--- src/rtl/mem_err_inject.sv ---
module mem_err_inject #(
  parameter int DIMM_W   = 2,
  parameter int RANK_W   = 2,
  parameter int CHAN_W   = 2,
  parameter int BANK_W   = 3,
  parameter int PAGE_W   = 16,
  parameter int COL_W    = 10,
  parameter int ECC_W    = 8,
  parameter int CNT_W    = 16,
  parameter bit READ_INJ = 1'b0
) (
  input  logic              clk,
  input  logic              rst_n,
  input  logic              cfg_we,
  input  logic [3:0]        cfg_addr,
  input  logic [31:0]       cfg_wdata,
  output logic [31:0]       cfg_rdata,
  input  logic              acc_valid,
  input  logic              acc_write,
  input  logic [DIMM_W-1:0] acc_dimm,
  input  logic [RANK_W-1:0] acc_rank,
  input  logic [CHAN_W-1:0] acc_chan,
  input  logic [BANK_W-1:0] acc_bank,
  input  logic [PAGE_W-1:0] acc_page,
  input  logic [COL_W-1:0]  acc_col,
  input  logic [ECC_W-1:0]  acc_ecc,
  input  logic              acc_par,
  output logic [ECC_W-1:0]  out_ecc,
  output logic              out_par
);
  localparam int NF = 6;
  localparam int LO = ECC_W / 2;
  localparam int HI = ECC_W - LO;
  localparam logic [3:0] A_MASK = 4'd6, A_SECT = 4'd7, A_TYPE = 4'd8,
                         A_EN = 4'd9, A_CNT = 4'd10, A_STAT = 4'd11;
  localparam logic [30:0] FMASK [NF] = '{
    31'((64'd1 << DIMM_W) - 1), 31'((64'd1 << RANK_W) - 1),
    31'((64'd1 << CHAN_W) - 1), 31'((64'd1 << BANK_W) - 1),
    31'((64'd1 << PAGE_W) - 1), 31'((64'd1 << COL_W) - 1)};

  logic [30:0]      mval [NF];
  logic [NF-1:0]    many;
  logic [ECC_W-1:0] mask;
  logic [1:0]       sect;
  logic [2:0]       itype;
  logic             en, seen;
  logic [CNT_W-1:0] cnt;

  logic [30:0]   fld [NF];
  logic [NF-1:0] fhit;
  logic          hit, arm_wr, en_wr;

  assign fld[0] = 31'(acc_dimm);
  assign fld[1] = 31'(acc_rank);
  assign fld[2] = 31'(acc_chan);
  assign fld[3] = 31'(acc_bank);
  assign fld[4] = 31'(acc_page);
  assign fld[5] = 31'(acc_col);

  for (genvar i = 0; i < NF; i++) begin : g_match
    assign fhit[i] = many[i] | (mval[i] == fld[i]);
  end

  assign hit    = en & acc_valid & (acc_write | READ_INJ) & (&fhit);
  assign en_wr  = cfg_we & (cfg_addr == A_EN);
  assign arm_wr = en_wr & (|cfg_wdata);

  wire [ECC_W-1:0] half = {{HI{sect[1]}}, {LO{sect[0]}}};
  assign out_ecc = acc_ecc ^ ((hit & itype[1]) ? (mask & half) : '0);
  assign out_par = acc_par ^ (hit & itype[2]);

  always_ff @(posedge clk or negedge rst_n) begin
    if (!rst_n) begin
      for (int i = 0; i < NF; i++) mval[i] <= '0;
      many  <= '1;
      mask  <= '0;
      sect  <= '0;
      itype <= '0;
      en    <= 1'b0;
      seen  <= 1'b0;
      cnt   <= '0;
    end else begin
      if (hit) begin
        if (cnt != '1) cnt <= cnt + 1'b1;
        seen <= 1'b1;
        if (!itype[0]) en <= 1'b0;
      end
      if (cfg_we) begin
        for (int i = 0; i < NF; i++)
          if (cfg_addr == 4'(i)) begin
            mval[i] <= cfg_wdata[30:0] & FMASK[i];
            many[i] <= cfg_wdata[31];
          end
        case (cfg_addr)
          A_MASK: mask  <= cfg_wdata[ECC_W-1:0];
          A_SECT: sect  <= cfg_wdata[1:0];
          A_TYPE: itype <= cfg_wdata[2:0];
          A_EN: begin
            en <= |cfg_wdata;
            if (|cfg_wdata) seen <= 1'b0;
          end
          default: ;
        endcase
      end
    end
  end

  always_comb begin
    cfg_rdata = '0;
    for (int i = 0; i < NF; i++)
      if (cfg_addr == 4'(i)) cfg_rdata = {many[i], mval[i]};
    case (cfg_addr)
      A_MASK: cfg_rdata = 32'(mask);
      A_SECT: cfg_rdata = 32'(sect);
      A_TYPE: cfg_rdata = 32'(itype);
      A_EN:   cfg_rdata = 32'(en);
      A_CNT:  cfg_rdata = 32'(cnt);
      A_STAT: cfg_rdata = 32'(seen);
      default: ;
    endcase
  end


  pass_when_idle_chk: assert property (@(posedge clk) disable iff (!rst_n)
    !en |-> (out_ecc == acc_ecc) && (out_par == acc_par));

  disarm_chk: assert property (@(posedge clk) disable iff (!rst_n)
    en_wr && !(|cfg_wdata) |=> !en);

  one_shot_chk: assert property (@(posedge clk) disable iff (!rst_n)
    hit && !itype[0] && !en_wr |=> !en);

  repeat_hold_chk: assert property (@(posedge clk) disable iff (!rst_n)
    hit && itype[0] && !en_wr |=> en);

  count_step_chk: assert property (@(posedge clk) disable iff (!rst_n)
    hit && (cnt != '1) |=> cnt == $past(cnt) + 1'b1);

  status_set_chk: assert property (@(posedge clk) disable iff (!rst_n)
    hit |=> seen);

  no_read_inj_chk: assert property (@(posedge clk) disable iff (!rst_n)
    (!acc_valid || (!acc_write && !READ_INJ)) |-> (out_ecc == acc_ecc) && (out_par == acc_par));
endmodule

--- config.mk ---
export PLATFORM = sky130hd
export DESIGN_NAME = mem_err_inject
export DESIGN_NICKNAME = d
export VERILOG_FILES = /design/src/rtl/mem_err_inject.sv
export SDC_FILE = /design/constraint.sdc
export NUM_CORES = 1
export LEC_CHECK = 0
export ABC_AREA = 1
export BUFFER_PORTS_ARGS = -buffer_cell sky130_fd_sc_hd__buf_4
export CAP_MARGIN = 10
export CORE_MARGIN = 4
export CORE_UTILIZATION = 49
export CTS_CLUSTER_SIZE = 10
export DETAILED_ROUTE_END_ITERATION = 8
export PLACE_DENSITY_LB_ADDON = 0.2
export SETUP_SLACK_MARGIN = 0.15
export SLEW_MARGIN = 40
export SYNTH_ARGS = -nofsm -noshare
export SYNTH_HDL_FRONTEND = slang
export SYNTH_SLANG_ARGS = --single-unit
--- constraint.sdc ---
create_clock -name clk -period 1.64 [get_ports clk]
set_input_delay 0.328 -clock clk [delete_from_list [all_inputs] [get_ports clk]]
set_output_delay 0.328 -clock clk [all_outputs]
set_load 0.01 [all_outputs]
# Word level (Yosys, flattened, before mapping)
# Cells that the tools add are included.
# word_totals
regBits,72
inputBits,85
out_inout_bits,41
word_cells,80
# op_classes
add_sub_neg,1
n_eq_ne,18
n_mux,16
n_bitwise,14
reduce_logical,13
# op_table
op,count
$mux 32,6
$pmux 32 s6,1
$reduce_or 32->1,1
$reduce_and 2->1,10
$add 16x1->16 const B,1
$eq 16x16->1,1
$eq 4x3->1 const B,4
$eq 4x4->1 const B,4
$ne 16x16->1 const B,1
$eq 10x10->1,1
$and 8x8->8,1
$eq 4x2->1 const B,2
$mux 1,8
$mux 8,1
$xor 8x8->8,1
$eq 2x2->1,3
$or 1x1->1,6
$reduce_and 6->1,1
$and 1x1->1,5
$eq 4x1->1 const B,1
$logic_not 4->1,1
$eq 3x3->1,1
$xor 1x1->1,1

# Logic depth before layout (Yosys ltp)
# Gate-level depths: netlist (run 1).
# logic_depth
word_depth,8
mapped_depth,15
depth_no_buf,14

# Least setup slack after synthesis (run 1)
# No wires, ideal clock.
# synth_timing
kind,flip-flop to output port
from,register mval[1] in the netlist's numbering
to,output out_ecc[0]
t_arrival_ps,1446
t_required_ps,1312
slack_ps,-134
stages_incl_launch_ff,11
n_path_buf,1
path_cell_list,dfrtp_1 -> nor2_1 -> nor2_1 -> nor2_1 -> nand3_1 -> o21ai_4 -> nand2_1 -> nor2_1 -> buf_2 -> nand4_1 -> nand2_1
# synth_via
elab_chain_cells,7
# synth_lines
element,line_no,source
start: declaration,41,logic [30:0] mval [NF];
start signal: indexed assignment,91,mval[i] <= cfg_wdata[30:0] & FMASK[i];
$eq 10x10->1,61,assign fhit[i] = many[i] | (mval[i] == fld[i]);
$or 1x1->1,61,
$reduce_and 6->1,64,assign hit = en & acc_valid & (acc_write | READ_INJ) & (&fhit);
$and 1x1->1,64,
$and 1x1->1,69,assign out_ecc = acc_ecc ^ ((hit & itype[1]) ? (mask & half) : '0);
$mux 8,69,
$xor 8x8->8,69,
end: declaration,28,"output logic [ECC_W-1:0] out_ecc,"
# No other way between the ends.

# Final worst setup path (run 1)
# layout_timing
from,register mval[43] in the netlist's numbering
to,output out_ecc[4]
# layout_via
elab_chain_cells,7
# layout_lines
element,line_no
$eq 16x16->1,61
$or 1x1->1,61
$reduce_and 6->1,64
$and 1x1->1,64
$and 1x1->1,69
$mux 8,69
$xor 8x8->8,69
# No other way between the ends.

==> metrics, run 1 <==
number of global-route vias before repair=5405; wire length of the first global-routing pass=25.3 mm; leakage power summed over all cells=3.96 nW; Horiz. Die Dim=107 µm; EDFF count, synth=0; number of failing hold endpoints at the final stage=0; root buf cell=clkbuf_8; clock transition at the registers of the reported paths=0.08 ns; average instance area after synthesis=6.54 µm²; Fin Clk Skew=0.0130 ns; number of clock buffers inserted by TritonCTS=9; Clock Latency Late Sink=0.35 ns; Top-Level Pins=126; most used flip-flop cell after synthesis=dfrtp_1; final clock period utilization by the worst path=151%; min-delay worst type=input port to flop; layout cells sized above 1=37.4%; ordered cell list for the critical path=inv_2 > nand2_1 > nand2_1 > nor2_1 > nand2_1 > nor2_2 > nand2_1 > nand2_2 > inv_1 > nor2_4 > buf_6 > nand3_2 > nand2_2 > nand2_2 > buf_6; TritonCTS clock tree=yes; setup slack after layout=-0.830 ns; commonest non-fill, non-tap cell in the layout=nand2_1; path type of the worst setup path=flop to output port; violated checks=setup timing; 1st-pass router iterations=6; portion of the post-synthesis area used by sequential elements=37.9%; max-capacitance violation count=0; Final Wtd Congestion=0.940; number of warnings reported in the yosys synthesis log=0; fill cell instance count of the final layout=629; critical-path cell with the highest stage delay=dfrtp_1; pwr dens=775 nW/µm²; Place WS=-0.476 ns; async set or reset register ratio after synthesis=100%; initial standard-cell utilization of the core=50.9%; vias per cell=5.21; worst path bufs/invs=4; DRC errors left=0; highest clock frequency the design can meet=0.405 GHz; Finished Layout Cells=1083; antenna violation net count after detailed routing=0; area of the die=11400 µm²; overall overflow remaining after global route=0; RSZ-0062 raised after global routing=yes; run status=finished, violations left; total count of max-transition violations in the final report=0; commonest non-fill, non-tap cells in the layout=221 x nand2_1, 172 x buf_4, 113 x inv_1, 65 x dfrtp_1, 57 x o21ai_0; count of state elements after synthesis=72; core area=9370 µm²; critical path fanouts, max=5; Routed Wire Length=16.3 mm; Critical Path RT=1.31 ns; final period demand of the worst path=2.47 ns; startpoint type of the worst setup path=flop; final setup vio count=37; proportion of netlist area held by the largest area contributor=34.6%; largest cells by area after synthesis=dfrtp_1 35%, nand2_1 19%, inv_1 10%; row cnt=35; antenna violations before repair=0; number of instances in the synthesized netlist=730; relative area change from synthesis to final layout=56.3%; cell count after placement=1041; Distinct cells, synth=36; most frequent cell on the critical path=nand2_1; DP Wirelength=11.3 mm; IR drop worst, VDD=516 µV; largest net degree at the start of global routing=35; CP Capture Type=output port; Syn Std Cell Area=4770 µm²; total negative slack=-14.95 ns; diodes inserted=0; Nets=1035; vias post-DR=5638; vertical die dimension=107 µm; buffer depth of the longest clock path=2; clock sinks=72; Critical Path AT=2.14 ns; cell family contributing the most delay on the critical path=simple AND/OR/NAND/NOR gates; cell accounting for the most synthesized area=dfrtp_1; H-Tree Depth=3; average wire per standard cell=15.0 µm; global-route total usage across every layer=27.8%; number of input and output port buffers inserted=110; delay contributed by the slowest stage of the critical path=0.42 ns; number of violations reported at the end of detailed-routing iteration 0=337
where the power goes:
| part | switching [mW] | internal [mW] |
|---|---|---|
| Combinational | 0.998 | 0.981 |
| Sequential | 0.257 | 2.08 |
| Clock | 0.682 | 0.786 |
| Total | 1.94 | 3.85 |
worst reg2reg max path, cell delays in order (launching register included):
cell     delay [ns]
dfrtp_1        0.42
inv_2          0.05
nand2_1        0.06
nand2_1        0.07
nor2_1         0.13
nand2_1        0.08
nor2_2         0.12
nand2_1        0.08
nand2_2        0.08
inv_1          0.07
nor2_4         0.16
buf_6          0.15
buf_6          0.09
buf_6          0.08
buf_6          0.08
buf_6          0.08
buf_6          0.08
buf_6          0.08
buf_6          0.08
buf_6          0.11
nand2_2        0.06
nand2_2        0.07
nand2_2        0.07
inv_2          0.06
cell families after synthesis:
group / synth area share [%]
AND/OR/NAND/NOR: 33.2
buffers and inverters: 14.5
AO/OA/AOI/OAI: 11.7
flip-flops: 37.9
XOR/XNOR: 2.38
adder cells (fa/ha/maj): 0.262
other: 0.0785
state kept, by name, indices dropped and copies added (netlist names):
signal / count
mval: 35
cnt: 16
mask: 8
many: 6
itype: 3
sect: 2
en: 1
seen: 1
layer usage:
metal	track usage, %	part of all wire, %
met5	0	0
met4	9.32	2.1
met3	3.61	6.8
met2	46.8	49
met1	37.1	42
final cells by class:
type	count	area, µm²	share of cell area (%)
Tap cell	129	161	2.16
Clock inverter	3	42.5	0.570
Timing Repair Buffer	223	1960	26.3
Multi-Input combinational cell	506	2810	37.6
Sequential cell	72	1810	24.3
Inverter	137	523	7.01
Clock buffer	13	159	2.13
synth_stat cells, types with 7 or more instances:
master    number
nand3_1       41
nor2_1        46
xor2_1         7
nand2_1      248
o21ai_0       64
buf_4         16
nand4_1       17
dfrtp_1       66
nor3_1        10
clkbuf_1      10
inv_1        131
a21oi_1       10
o22ai_1       12
repair_timing:
item                                    CTS  global route
hold endpoints to repair                 16             0
gates cloned                              4             0
hold buffers                              1             0
pin swaps                                20            33
buffers inserted                         14             7
endpoints found under the setup margin   44            44
resized for setup                       100            67
final timing paths:
kind	endpoint	cells after the start	slack, ns	start
max in group asynchronous	many[4]	3	0.68	rst_n
max reg2reg	cnt[2]	23	-0.83	mval[43]
max	out_ecc[4]	15	-0.83	mval[43]
min reg2reg	many[5]	2	0.49	many[5]
min in group asynchronous	mval[156]	2	0.41	rst_n
min	mval[42]	3	0.26	cfg_wdata[11]
through the flow:
| stage | total power, mW | hold slack, ns | cell area [µm²] | util (%) |
|---|---|---|---|---|
| 2_1_floorplan | 3.06 | 0.0324 | 4900 | - |
| 3_3_place_gp | 3.86 | 0.243 | 6400 | 68.3 |
| 3_5_place_dp | 3.94 | 0.245 | 6400 | 68.3 |
| 4_1_cts | 5.58 | 0.255 | 7160 | 76.4 |
| 5_1_grt | 6.11 | 0.259 | 7460 | 79.6 |
| 6_report | 5.78 | 0.257 | 7460 | 79.6 |
(Power assumes the default switching activity.)
==> inputs of run 2 (changes only) <==
--- a/config.mk
+++ b/config.mk
@@ -13,7 +13,6 @@
 export CTS_CLUSTER_SIZE = 10
 export DETAILED_ROUTE_END_ITERATION = 8
 export PLACE_DENSITY_LB_ADDON = 0.2
-export SETUP_SLACK_MARGIN = 0.15
 export SLEW_MARGIN = 40
 export SYNTH_ARGS = -nofsm -noshare
 export SYNTH_HDL_FRONTEND = slang
==> run 2 against run 1 <==
Effect of this change: the run still ends with setup timing left; via count grew 3.2%; clock skew shrank 0.0020 ns; register-to-register slack better by 0.48 ns; die area stayed put; highest routed layer unchanged; non-clock buffer count decreased by 4.
==> metrics, run 2 (synthesis gave the netlist of run 1 again) <==
run status=finished, violations left; violated checks=setup timing; RSZ-0062 raised after global routing=yes; ordered cell list for the critical path=nor2_1 > nor2_1 > nor2_1 > nand2_1 > nor2_2 > nand2_1 > nand2_2 > inv_2 > nor2_4 > buf_6 > nand3_2 > nand2_2 > nand2_2 > buf_4; number of failing hold endpoints at the final stage=0 (unchanged); wire length of the first global-routing pass=25.2 mm (-0.60%); FF-to-FF End=cnt[4]; Critical Path AT=2.22 ns (+0.08 ns); Clock Latency Late Sink=0.37 ns (+0.02 ns); path type of the worst setup path=flop to output port; min-delay worst type=input port to flop; DRC errors left=0 (unchanged); global-route total usage across every layer=27.7% (-0.061 points); commonest non-fill, non-tap cell in the layout=nand2_1; register containing the most flip-flops in the final layout=mval; count of cell instances traversed by the critical path=14 (-1); row cnt=35 (unchanged); clock network fraction of total power=24.8% (-0.6 points); final setup vio count=43 (+16%); sequential share of power=39.8% (-0.6 points); commonest non-fill, non-tap cells in the layout=208 x nand2_1, 172 x buf_4, 111 x inv_1, 65 x dfrtp_1, 57 x o21ai_0; Final Hold Slack=0.236 ns (-0.0205 ns); startpoint type of the worst setup path=flop; number of clock buffers inserted by TritonCTS=9 (unchanged); share of power burned in combinational logic=35.5% (+1.3 points); vias post-DR=5819 (+3.2%); leakage power summed over all cells=3.94 nW (-0.43%); Top-Level Pins=126 (unchanged); IR drop worst, VDD=640 µV (+24%); vertical die dimension=107 µm (unchanged); final clock period utilization by the worst path=156% (+5.1 points); count of cells along the worst hold path=3 (unchanged); Fin Clk Skew=0.0110 ns (-0.00200 ns); overall overflow remaining after global route=0 (unchanged); setup slack after layout=-0.913 ns (-0.0829 ns); Critical Path RT=1.31 ns (about the same); register-to-register path setup slack=-0.35 ns (+0.48 ns); clock transition at the registers of the reported paths=0.08 ns (about the same); cell-internal power=3.79 mW (-1.5%); antenna violations before repair=0 (unchanged); critical path fanouts, max=8 (+3); critical path endpoint=out_ecc[4]; antenna violation net count after detailed routing=0 (unchanged); final period demand of the worst path=2.55 ns (+0.0829 ns); critical-path cell with the highest stage delay=dfrtp_1; largest net degree at the start of global routing=35 (unchanged); cell family contributing the most delay on the critical path=simple AND/OR/NAND/NOR gates; number of global-route vias before repair=5412 (+0.13%); initial standard-cell utilization of the core=50.9% (unchanged); buffer depth of the longest clock path=2 (unchanged); root buf cell=clkbuf_8; DP Wirelength=11.5 mm (+1.3%); Routed Wire Length=17.6 mm (+8.0%); area of the die=11400 µm² (unchanged); 1st-pass router iterations=5 (-1); switching part of the total=35.8% (+2.3 points); H-Tree Depth=3 (unchanged); max-capacitance violation count=0 (unchanged); highest clock frequency the design can meet=0.392 GHz (-3.2%); average wire per standard cell=16.3 µm (+8.4%); relative area change from synthesis to final layout=58.1%; beginning of the worst register-to-register path=mval[31]; switching pwr=2.11 mW (+9.1%); core area=9370 µm² (unchanged); CP Capture Type=output port; Place WS=-0.628 ns (-0.152 ns); vias per cell=5.39 (+3.6%); TritonCTS clock tree=yes; post-layout total power=5.90 mW (+2.1%); critical path launch point=mval[31]; number of input and output port buffers inserted=110 (unchanged); total negative slack=-14.65 ns (+0.294 ns); Largest regs=mval: 35 flops, cnt: 16 flops, mask: 8 flops; diodes inserted=0 (unchanged); Horiz. Die Dim=107 µm (unchanged); total count of max-transition violations in the final report=0 (unchanged); Nets=1031 (-0.39%); Final Wtd Congestion=0.918 (-2.3%); flip-flop count of the largest register, all copies and words added=35 (unchanged); layout cells sized above 1=39.7% (+2.3 points); r2r worst-path depth=14 (-39%); worst path bufs/invs=3 (-1); number of violations reported at the end of detailed-routing iteration 0=471 (+40%); clock sinks=72 (unchanged); pwr dens=782 nW/µm² (+0.90%); delay contributed by the slowest stage of the critical path=0.41 ns (about the same)
run 2: cell types whose count changed in the layout (fill, tap and decap cells not counted), moves of 3 or more:
cell and change:
inv_2 +3, o22ai_2 -4, buf_6 -5, nand2_4 +3, nand3_4 +3, nand2_2 +10, nand3_1 -4, nor2_1 -4
o22ai_4 +4, nand2_1 -13
run 2: timing repair:
item	4_1_cts	5_1_grt
hold endpoints to repair	23	0
buffers inserted	17	18
endpoints found under the setup margin	43	44
hold buffers	1	0
gates cloned	2	1
pin swaps	30	50
resized for setup	100	125
run 2: area by class of cell:
cell class	count	area [µm²]
Multi-Input combinational cell	506	2940
Fill cell	564	1820
Clock buffer	9	124
Tap cell	129	161
Timing Repair Buffer	219	1910
Sequential cell	72	1810
Clock inverter	7	70.1
Inverter	137	524
run 2: worst min-delay path, stage by stage:
cell     delay, ns
buf_4         0.09
nor2_1        0.04
a21oi_1       0.11
run 2: worst min-delay path by stage:
stage,start,end,slack (ns)
after CTS,cfg_wdata[10],mval[41],0.25
after global placement,rst_n,mval[62],0.28
after detailed placement,rst_n,mval[63],0.29
after floorplan,rst_n,cnt[0],0.03
after global routing,cfg_wdata[15],mval[46],0.25
final,cfg_wdata[10],mval[41],0.24
run 2: power groups by stage:
stage | sequential, mW | combinational, mW | clock [mW]
floorplan | 2.28 | 0.769 | 0
finish | 2.35 | 2.09 | 1.46
CTS | 2.32 | 1.84 | 1.43
global route | 2.38 | 2.29 | 1.53
detailed placement | 2.34 | 1.60 | 0
global placement | 2.32 | 1.54 | 0
run 2: through the flow:
step	cells	utilization (%)	area, µm²
4_1_cts	1072	75.0	7030
3_5_place_dp	1042	67.8	6350
2_1_floorplan	744	-	4850
5_1_grt	1079	80.5	7550
3_3_place_gp	1042	67.8	6350
6_report	1079	80.5	7550
run 2: metal layers:
metal | part of all wire, % | track usage (%) | wire length [µm]
met1 | 39 | 36.6 | 6870
met4 | 3.6 | 10.2 | 634
met3 | 8.9 | 4.70 | 1570
met5 | 0 | 0 | 0
met2 | 48 | 45.8 | 8500
